`config.mk`:
```
export PLATFORM = sky130hd
export DESIGN_NAME = dma_seq_top
export DESIGN_NICKNAME = d
export VERILOG_FILES = /design/src/rtl/dma_seq_pkg.sv /design/src/rtl/dma_seq_win_chk.sv /design/src/rtl/dma_seq_regs.sv /design/src/rtl/dma_seq_engine.sv /design/src/rtl/dma_seq_top.sv
export SDC_FILE = /design/constraint.sdc
export NUM_CORES = 1
export LEC_CHECK = 0
export BUFFER_PORTS_ARGS = -buffer_cell sky130_fd_sc_hd__buf_2
export CELL_PAD_IN_SITES_DETAIL_PLACEMENT = 0
export CELL_PAD_IN_SITES_GLOBAL_PLACEMENT = 1
export CORE_MARGIN = 1.5
export CORE_UTILIZATION = 25
export CTS_CLUSTER_SIZE = 25
export DETAILED_ROUTE_END_ITERATION = 16
export PLACE_DENSITY = 0.46
export SLEW_MARGIN = 40
export SYNTH_ARGS = -nofsm -noshare
export SYNTH_HDL_FRONTEND = slang
export SYNTH_SLANG_ARGS = --single-unit
export TNS_END_PERCENT = 50
```
`constraint.sdc`:
```
create_clock -name clk -period 4.6 [get_ports clk]
set_input_delay 0.46 -clock clk [delete_from_list [all_inputs] [get_ports clk]]
set_output_delay 0.46 -clock clk [all_outputs]
set_load 0.005 [all_outputs]
```
`src/rtl/dma_seq_pkg.sv`:
```
package dma_seq_pkg;

    typedef enum logic [1:0] {
        ST_IDLE = 2'd0,
        ST_CHK  = 2'd1,
        ST_RD   = 2'd2,
        ST_WR   = 2'd3
    } seq_st_e;

    localparam logic [2:0] RA_CTRL = 3'd0;
    localparam logic [2:0] RA_SRC  = 3'd1;
    localparam logic [2:0] RA_DST  = 3'd2;
    localparam logic [2:0] RA_CNT  = 3'd3;
    localparam logic [2:0] RA_LOW  = 3'd4;
    localparam logic [2:0] RA_HIGH = 3'd5;
    localparam logic [2:0] RA_STAT = 3'd6;

    localparam logic [1:0] MODE_RPT_CONT = 2'b11;

    localparam int CB_EN    = 0;
    localparam int CB_MODE  = 1;
    localparam int CB_SINC  = 3;
    localparam int CB_DINC  = 4;
    localparam int CB_RSRC  = 5;
    localparam int CB_RDST  = 6;
    localparam int CB_IRQEN = 7;
    localparam int CB_SIZE  = 8;
    localparam int CB_SWREQ = 10;

    localparam int SB_DONE = 0;
    localparam int SB_HALF = 1;
    localparam int SB_ERR  = 2;

endpackage

```
`src/rtl/dma_seq_win_chk.sv`:
```
module dma_seq_win_chk #(
    parameter int AW = 32
) (
    input  logic [AW-1:0] addr_i,
    input  logic [AW-1:0] low_i,
    input  logic [AW-1:0] high_i,
    output logic          ok_o
);
    logic ge_low;
    logic lt_high;

    always_comb begin
        ge_low  = (addr_i >= low_i);
        lt_high = (addr_i < high_i);
        ok_o    = ge_low && lt_high;
    end

endmodule

```
`src/rtl/dma_seq_regs.sv`:
```
module dma_seq_regs
    import dma_seq_pkg::*;
#(
    parameter int AW = 32,
    parameter int CW = 16
) (
    input  logic          clk,
    input  logic          rst_n,
    input  logic          cfg_we_i,
    input  logic [2:0]    cfg_addr_i,
    input  logic [AW-1:0] cfg_wdata_i,
    input  logic          trig_i,
    input  logic          set_done_i,
    input  logic          set_half_i,
    input  logic          set_err_i,
    output logic          en_o,
    output logic          trig_o,
    output logic          rearm_ok_o,
    output logic          src_inc_o,
    output logic          dst_inc_o,
    output logic          rld_src_o,
    output logic          rld_dst_o,
    output logic [1:0]    size_o,
    output logic [AW-1:0] src_cfg_o,
    output logic [AW-1:0] dst_cfg_o,
    output logic [CW-1:0] cnt_cfg_o,
    output logic [AW-1:0] low_o,
    output logic [AW-1:0] high_o,
    output logic          ld_src_o,
    output logic          ld_dst_o,
    output logic [AW-1:0] ld_val_o,
    output logic          done_o,
    output logic          half_o,
    output logic          err_o,
    output logic          irq_o
);
    typedef struct packed {
        logic          en;
        logic [1:0]    mode;
        logic          sinc;
        logic          dinc;
        logic          rsrc;
        logic          rdst;
        logic          irqen;
        logic [1:0]    size;
        logic          swt;
        logic [AW-1:0] src;
        logic [AW-1:0] dst;
        logic [CW-1:0] cnt;
        logic [AW-1:0] low;
        logic [AW-1:0] high;
        logic          done;
        logic          half;
        logic          err;
    } reg_s;

    reg_s q, d;

    always_comb begin
        d     = q;
        d.swt = 1'b0;
        if (cfg_we_i) begin
            case (cfg_addr_i)
                RA_CTRL: begin
                    d.en    = cfg_wdata_i[CB_EN];
                    d.mode  = cfg_wdata_i[CB_MODE +: 2];
                    d.sinc  = cfg_wdata_i[CB_SINC];
                    d.dinc  = cfg_wdata_i[CB_DINC];
                    d.rsrc  = cfg_wdata_i[CB_RSRC];
                    d.rdst  = cfg_wdata_i[CB_RDST];
                    d.irqen = cfg_wdata_i[CB_IRQEN];
                    d.size  = cfg_wdata_i[CB_SIZE +: 2];
                    d.swt   = cfg_wdata_i[CB_SWREQ];
                end
                RA_SRC:  d.src  = cfg_wdata_i;
                RA_DST:  d.dst  = cfg_wdata_i;
                RA_CNT:  d.cnt  = cfg_wdata_i[CW-1:0];
                RA_LOW:  d.low  = cfg_wdata_i;
                RA_HIGH: d.high = cfg_wdata_i;
                RA_STAT: begin
                    d.done = q.done & ~cfg_wdata_i[SB_DONE];
                    d.half = q.half & ~cfg_wdata_i[SB_HALF];
                    d.err  = q.err  & ~cfg_wdata_i[SB_ERR];
                end
                default: ;
            endcase
        end
        if (set_done_i) d.done = 1'b1;
        if (set_half_i) d.half = 1'b1;
        if (set_err_i) begin
            d.err = 1'b1;
            d.en  = 1'b0;
        end
    end

    always_ff @(posedge clk or negedge rst_n) begin
        if (!rst_n) q <= '0;
        else        q <= d;
    end

    always_comb begin
        rearm_ok_o = q.en && (q.mode == MODE_RPT_CONT) && (q.cnt != '0);
        trig_o     = (trig_i || q.swt) && rearm_ok_o;
        en_o       = q.en;
        src_inc_o  = q.sinc;
        dst_inc_o  = q.dinc;
        rld_src_o  = q.rsrc;
        rld_dst_o  = q.rdst;
        size_o     = q.size;
        src_cfg_o  = q.src;
        dst_cfg_o  = q.dst;
        cnt_cfg_o  = q.cnt;
        low_o      = q.low;
        high_o     = q.high;
        ld_src_o   = cfg_we_i && (cfg_addr_i == RA_SRC);
        ld_dst_o   = cfg_we_i && (cfg_addr_i == RA_DST);
        ld_val_o   = cfg_wdata_i;
        done_o     = q.done;
        half_o     = q.half;
        err_o      = q.err;
        irq_o      = q.done && q.irqen;
    end

    AST_ERR_DISABLES: assert property (@(posedge clk) disable iff (!rst_n)
        set_err_i |=> (!q.en && q.err));

    AST_DONE_W1C: assert property (@(posedge clk) disable iff (!rst_n)
        (cfg_we_i && cfg_addr_i == RA_STAT && cfg_wdata_i[SB_DONE] && !set_done_i) |=> !q.done);

endmodule

```
`src/rtl/dma_seq_engine.sv`:
```
module dma_seq_engine
    import dma_seq_pkg::*;
#(
    parameter int AW = 32,
    parameter int DW = 32,
    parameter int CW = 16
) (
    input  logic          clk,
    input  logic          rst_n,
    input  logic          en_i,
    input  logic          trig_i,
    input  logic          rearm_ok_i,
    input  logic          src_inc_i,
    input  logic          dst_inc_i,
    input  logic          rld_src_i,
    input  logic          rld_dst_i,
    input  logic [1:0]    size_i,
    input  logic [AW-1:0] src_cfg_i,
    input  logic [AW-1:0] dst_cfg_i,
    input  logic [CW-1:0] cnt_cfg_i,
    input  logic [AW-1:0] low_i,
    input  logic [AW-1:0] high_i,
    input  logic          ld_src_i,
    input  logic          ld_dst_i,
    input  logic [AW-1:0] ld_val_i,
    output logic          mem_req_o,
    output logic          mem_we_o,
    output logic [AW-1:0] mem_addr_o,
    output logic [DW-1:0] mem_wdata_o,
    input  logic          mem_gnt_i,
    input  logic [DW-1:0] mem_rdata_i,
    output logic          set_done_o,
    output logic          set_half_o,
    output logic          set_err_o
);
    localparam int NPTR = 2;
    localparam logic [AW-1:0] ONE = {{(AW-1){1'b0}}, 1'b1};

    typedef struct packed {
        seq_st_e       st;
        logic [AW-1:0] src;
        logic [AW-1:0] dst;
        logic [CW-1:0] cnt;
        logic [DW-1:0] data;
        logic          pend;
    } eng_s;

    eng_s q, d;

    logic [AW-1:0] chk_addr [NPTR];
    logic [NPTR-1:0] win_ok;
    logic [AW-1:0] step;
    logic [AW-1:0] src_nx;
    logic [AW-1:0] dst_nx;
    logic [CW-1:0] cnt_dec;

    always_comb begin
        chk_addr[0] = q.src;
        chk_addr[1] = q.dst;
    end

    for (genvar g = 0; g < NPTR; g++) begin : g_win
        dma_seq_win_chk #(.AW(AW)) u_chk (
            .addr_i (chk_addr[g]),
            .low_i  (low_i),
            .high_i (high_i),
            .ok_o   (win_ok[g])
        );
    end

    always_comb begin
        step    = ONE << size_i;
        src_nx  = q.src + (src_inc_i ? step : '0);
        dst_nx  = q.dst + (dst_inc_i ? step : '0);
        cnt_dec = q.cnt - 1'b1;
    end

    always_comb begin
        d          = q;
        set_done_o = 1'b0;
        set_half_o = 1'b0;
        set_err_o  = 1'b0;

        if (q.st != ST_IDLE && trig_i) d.pend = 1'b1;

        case (q.st)
            ST_IDLE: begin
                if (trig_i) begin
                    d.cnt = cnt_cfg_i;
                    d.st  = ST_CHK;
                end
            end
            ST_CHK: begin
                if (&win_ok) begin
                    d.st = ST_RD;
                end else begin
                    set_err_o = 1'b1;
                    d.st      = ST_IDLE;
                    d.pend    = 1'b0;
                end
            end
            ST_RD: begin
                if (mem_gnt_i) begin
                    d.data = mem_rdata_i;
                    d.st   = ST_WR;
                end
            end
            ST_WR: begin
                if (mem_gnt_i) begin
                    d.src = src_nx;
                    d.dst = dst_nx;
                    d.cnt = cnt_dec;
                    if (cnt_dec == (cnt_cfg_i >> 1)) set_half_o = 1'b1;
                    if (cnt_dec == '0) begin
                        set_done_o = 1'b1;
                        d.cnt      = cnt_cfg_i;
                        if (rld_src_i) d.src = src_cfg_i;
                        if (rld_dst_i) d.dst = dst_cfg_i;
                        d.pend     = 1'b0;
                        d.st       = ((q.pend || trig_i) && rearm_ok_i) ? ST_CHK : ST_IDLE;
                    end else begin
                        d.st = ST_CHK;
                    end
                end
            end
            default: d.st = ST_IDLE;
        endcase

        if (q.st == ST_IDLE) begin
            if (ld_src_i) d.src = ld_val_i;
            if (ld_dst_i) d.dst = ld_val_i;
        end

        if (!en_i) begin
            d.st   = ST_IDLE;
            d.pend = 1'b0;
        end
    end

    always_ff @(posedge clk or negedge rst_n) begin
        if (!rst_n) q <= '0;
        else        q <= d;
    end

    always_comb begin
        mem_req_o   = ((q.st == ST_RD) || (q.st == ST_WR)) && en_i;
        mem_we_o    = (q.st == ST_WR);
        mem_addr_o  = (q.st == ST_WR) ? q.dst : q.src;
        mem_wdata_o = q.data;
    end

    AST_REQ_HOLD: assert property (@(posedge clk) disable iff (!rst_n)
        (mem_req_o && !mem_gnt_i) |=>
            ((mem_req_o && $stable(mem_addr_o) && $stable(mem_we_o)) || !en_i));

    AST_WR_AFTER_RD: assert property (@(posedge clk) disable iff (!rst_n)
        $rose(mem_req_o && mem_we_o) |-> $past(mem_req_o && !mem_we_o && mem_gnt_i));

    AST_CNT_NONZERO: assert property (@(posedge clk) disable iff (!rst_n)
        (q.st != ST_IDLE) |-> (q.cnt != '0));

    AST_PEND_IDLE: assert property (@(posedge clk) disable iff (!rst_n)
        (q.st == ST_IDLE) |-> !q.pend);

endmodule

```
`src/rtl/dma_seq_top.sv`:
```
module dma_seq_top #(
    parameter int AW = 32,
    parameter int DW = 32,
    parameter int CW = 16
) (
    input  logic          clk,
    input  logic          rst_n,
    input  logic          cfg_we,
    input  logic [2:0]    cfg_addr,
    input  logic [AW-1:0] cfg_wdata,
    input  logic          trig_i,
    output logic          mem_req_o,
    output logic          mem_we_o,
    output logic [AW-1:0] mem_addr_o,
    output logic [DW-1:0] mem_wdata_o,
    input  logic          mem_gnt_i,
    input  logic [DW-1:0] mem_rdata_i,
    output logic          chan_en_o,
    output logic          done_o,
    output logic          half_o,
    output logic          err_o,
    output logic          irq_o
);
    logic          en, trig, rearm_ok;
    logic          src_inc, dst_inc, rld_src, rld_dst;
    logic [1:0]    size;
    logic [AW-1:0] src_cfg, dst_cfg, low, high, ld_val;
    logic [CW-1:0] cnt_cfg;
    logic          ld_src, ld_dst;
    logic          set_done, set_half, set_err;

    dma_seq_regs #(.AW(AW), .CW(CW)) u_regs (
        .clk         (clk),
        .rst_n       (rst_n),
        .cfg_we_i    (cfg_we),
        .cfg_addr_i  (cfg_addr),
        .cfg_wdata_i (cfg_wdata),
        .trig_i      (trig_i),
        .set_done_i  (set_done),
        .set_half_i  (set_half),
        .set_err_i   (set_err),
        .en_o        (en),
        .trig_o      (trig),
        .rearm_ok_o  (rearm_ok),
        .src_inc_o   (src_inc),
        .dst_inc_o   (dst_inc),
        .rld_src_o   (rld_src),
        .rld_dst_o   (rld_dst),
        .size_o      (size),
        .src_cfg_o   (src_cfg),
        .dst_cfg_o   (dst_cfg),
        .cnt_cfg_o   (cnt_cfg),
        .low_o       (low),
        .high_o      (high),
        .ld_src_o    (ld_src),
        .ld_dst_o    (ld_dst),
        .ld_val_o    (ld_val),
        .done_o      (done_o),
        .half_o      (half_o),
        .err_o       (err_o),
        .irq_o       (irq_o)
    );

    dma_seq_engine #(.AW(AW), .DW(DW), .CW(CW)) u_eng (
        .clk         (clk),
        .rst_n       (rst_n),
        .en_i        (en),
        .trig_i      (trig),
        .rearm_ok_i  (rearm_ok),
        .src_inc_i   (src_inc),
        .dst_inc_i   (dst_inc),
        .rld_src_i   (rld_src),
        .rld_dst_i   (rld_dst),
        .size_i      (size),
        .src_cfg_i   (src_cfg),
        .dst_cfg_i   (dst_cfg),
        .cnt_cfg_i   (cnt_cfg),
        .low_i       (low),
        .high_i      (high),
        .ld_src_i    (ld_src),
        .ld_dst_i    (ld_dst),
        .ld_val_i    (ld_val),
        .mem_req_o   (mem_req_o),
        .mem_we_o    (mem_we_o),
        .mem_addr_o  (mem_addr_o),
        .mem_wdata_o (mem_wdata_o),
        .mem_gnt_i   (mem_gnt_i),
        .mem_rdata_i (mem_rdata_i),
        .set_done_o  (set_done),
        .set_half_o  (set_half),
        .set_err_o   (set_err)
    );

    assign chan_en_o = en;

endmodule

```
==> summary.txt <==
Critical path
  – Worst-path cell chain: inv_1 -> ha_1 -> or4b_1 -> nor4b_4 -> xnor2_1 -> and4_4 -> nand2_2 -> buf_4 -> a21oi_1 -> nor3_1 -> a211oi_1
  – Worst path slowest cell: or4b_1
  – CP startpoint kind: flip-flop
  – Largest delay share family, worst path: simple AND/OR/NAND/NOR gates
  – Max stage delay on crit path: 640 ps
  – Worst setup path class: reg -> reg
  – Endpoint class of the critical path: flip-flop
  – CP required: 5060 ps
  – CP arrival: 4300 ps
  – Worst path buffer plus inverter count: 2
  – Worst Path Max Fanout: 26

Placed design
  – PortBufs: 142
  – Pre-CTS setup slack: 790 ps
  – DPL Wire Length: 44.6 mm
  – Placer Congestion: 0.806
  – Placed cells: 2738

Finish
  – Synth-to-Final Area Change: 17.1%
  – Fill count: 7190
  – Final-stage net count: 2112
  – Final Util: 29.6%
  – Fin cells: 2803
  – Share of layout cells above drive strength 1: 24.5%
  – N_diodes: 0

Timing
  – Final setup vio count: 0
  – Final WS setup: 760 ps
  – Peak clock frequency supported by timing: 260 MHz
  – Hold Slack: 128 ps
  – Unrepaired setup endpoints after global routing: false
  – Setup TNS: 0 ps
  – Final Slew Violations: 0
  – Hold Fails Final Rpt: 0
  – Worst Clk Skew: 22.1 ps
  – Post-route minimum period: 3840 ps
  – Slew @ Worst Pin: 895 ps
  – Tcrit/Tclk final: 83.5%
  – Slew headroom: 40.1%

CTS
  – Clock Tree Buf Depth: 3
  – CTS Buf Count: 38
  – Post-CTS Hold Buffers: 1
  – Clock Pin Slew Worst Setup and Hold Paths: 60 ps
  – Cts repair resizes: 0
  – Worst-skew pair later-pin latency: 570 ps
  – CTS root buffer: clkbuf_16
  – Clock sinks: 273
  – Post-CTS setup-driven buffer insertion count: 0
  – H-tree Lvls: 2
  – CTS tree: done

Die
  – Starting Density: 25.3%
  – CORE AREA: 68500 um2
  – I/O Pins: 143
  – Die W: 266 um
  – Row Count: 96
  – Die Footprint: 70800 um2
  – Die Y: 266 um

Global route
  – Vias in the first global route: 14300
  – Remaining global-route overflow: 0
  – Initial antenna violation count: 2
  – Pin count of the biggest net entering global routing: 80
  – First-pass GRT wire length: 96.1 mm
  – Aggregate global-route resource usage: 18.0%

Logic synthesis
  – Share of the synthesized area in the top cell type: 39.5%
  – Mapped Area: 17300 um2
  – Synth top area cells: dfrtp_1 (40%), mux2_2 (12%), ha_1 (10%)
  – Synth area leader: dfrtp_1
  – Synth top cells by count: dfrtp_1 (273), mux2_2 (190), nand2_1 (170)
  – Most frequent cell after synthesis: dfrtp_1
  – Post-synth net total: 2009
  – Synth warn: 0
  – Post-synth EDFFs: 0
  – Post-synth top flop: dfrtp_1
  – Seq cells post-synth: 273
  – Synth unique cells: 72
  – Post-synthesis sequential area ratio: 39.5%
  – Synthesized instance count: 1794
  – Syn Area/Cell: 9.64 um2
  – Async SR Flop Fraction: 100%

Status
  – Status: finished, final reports clean

Power
  – Cell Pwr Density: 470 nW/um2
  – Pleak: 0.00892 uW
  – Peak supply drop: 0.000227 V

Drt
  – ANT nets after route: 0
  – WL final: 63.2 mm
  – Wire length per cell: 22.5 um
  – Initial DRC Count: 905
  – Routed via count: 14100
  – Via-to-Cell Ratio: 5.02
  – Pre-Repair DR Iteration Count: 5
  – DRC: 0

Flow run
  – Max Cap Viol: 0

Worst hold path
  – Worst hold path type: in -> reg
-- final timing paths --
check | end | cells after the start | from | slack [ps]
min | u_eng.mem_wdata_o[6] | 2 | mem_rdata_i[6] | 130
max in group asynchronous | u_regs.cnt_cfg_o[11] | 4 | rst_n | 3030
min reg2reg | u_regs.half_o | 2 | u_regs.half_o | 490
max reg2reg | u_eng.chk_addr[58] | 11 | u_eng.q[33] | 760
min in group asynchronous | u_eng.chk_addr[30] | 2 | rst_n | 380
max | u_eng.chk_addr[58] | 11 | u_eng.q[33] | 760
-- layout by cell type, fill, tap and decap left out, types with 11 or more instances in the layout --
cell and n:
and3_1 11, nand2b_1 11, xor2_1 16, xnor2_1 16
buf_4 46, o21ai_0 137, a211oi_1 15, clkbuf_16 41
a22oi_1 11, nand3_1 47, mux2_2 190, nand4_1 52
nor2_1 82, a21oi_1 115, o31ai_1 12, ha_1 140
buf_2 141, nand2_1 167, inv_1 92, o22ai_1 20
o211ai_1 12, dfrtp_1 273, nor4_1 17, nor3_1 23
a22o_1 14, a21o_1 35
-- logic make-up after synthesis --
| kind of cell | Yosys count | share of synthesized area (%) |
|---|---|---|
| buffers and inverters | 223 | 5.76 |
| AO/OA/AOI/OAI | 443 | 16.0 |
| flip-flops | 273 | 39.5 |
| XOR/XNOR | 32 | 1.62 |
| adder cells (fa/ha/maj) | 143 | 10.4 |
| multiplexers | 201 | 13.0 |
| AND/OR/NAND/NOR | 479 | 13.7 |
-- state kept, by name, summed over array words and instances, names as in the netlist, 4 cells and up --
signal,count
u_eng.chk_addr,64
u_eng.mem_wdata_o,32
u_eng.q,19
u_regs.cnt_cfg_o,16
u_regs.dst_cfg_o,32
u_regs.high_o,32
u_regs.low_o,32
u_regs.q,4
u_regs.src_cfg_o,32
-- metal layers --
| metal | global-route usage [%] | wire length, um | vias up |
|---|---|---|---|
| met5 | 0 | 0 | - |
| met4 | 4.38 | 1420 | 0 |
| met3 | 2.48 | 2040 | 73 |
| met2 | 29.8 | 29500 | 269 |
| met1 | 24.8 | 30200 | 7030 |
| li1 | - | - | 6709 |
-- worst register-to-register path, delay by kind of cell, from the launching register on --
kind                     cells  cell delay, ps
AND/OR/NAND/NOR              5            1810
AO/OA/AOI/OAI                2             380
flip-flops                   1             440
buffers and inverters        2             520
adder cells (fa/ha/maj)      1             330
XOR/XNOR                     1             260
-- power breakdown --
part | switching (uW) | internal, uW | leakage, uW
Sequential | 633 | 2910 | 0.00335
Clock | 1190 | 1930 | 0.000642
Combinational | 1580 | 1260 | 0.00492
Total | 3410 | 6100 | 0.00892
-- cell type report --
class | count | area (um2) | area share [%]
Clock buffer | 57 | 1190 | 5.86
Tap cell | 882 | 1100 | 5.45
Sequential cell | 273 | 6830 | 33.7
Timing Repair Buffer | 193 | 1150 | 5.70
Multi-Input combinational cell | 1298 | 9510 | 47.0
Inverter | 93 | 349 | 1.72
Clock inverter | 7 | 110 | 0.544
-- per-stage QoR --
stage | total power (uW) | instance area [um2]
after CTS | 9650 | 20200
after floorplan | 5270 | 17300
final | 9510 | 20200
after global placement | 6370 | 18900
after detailed placement | 6420 | 18900
after global routing | 10200 | 20200
No activity file was read; power rests on OpenSTA's default activity.
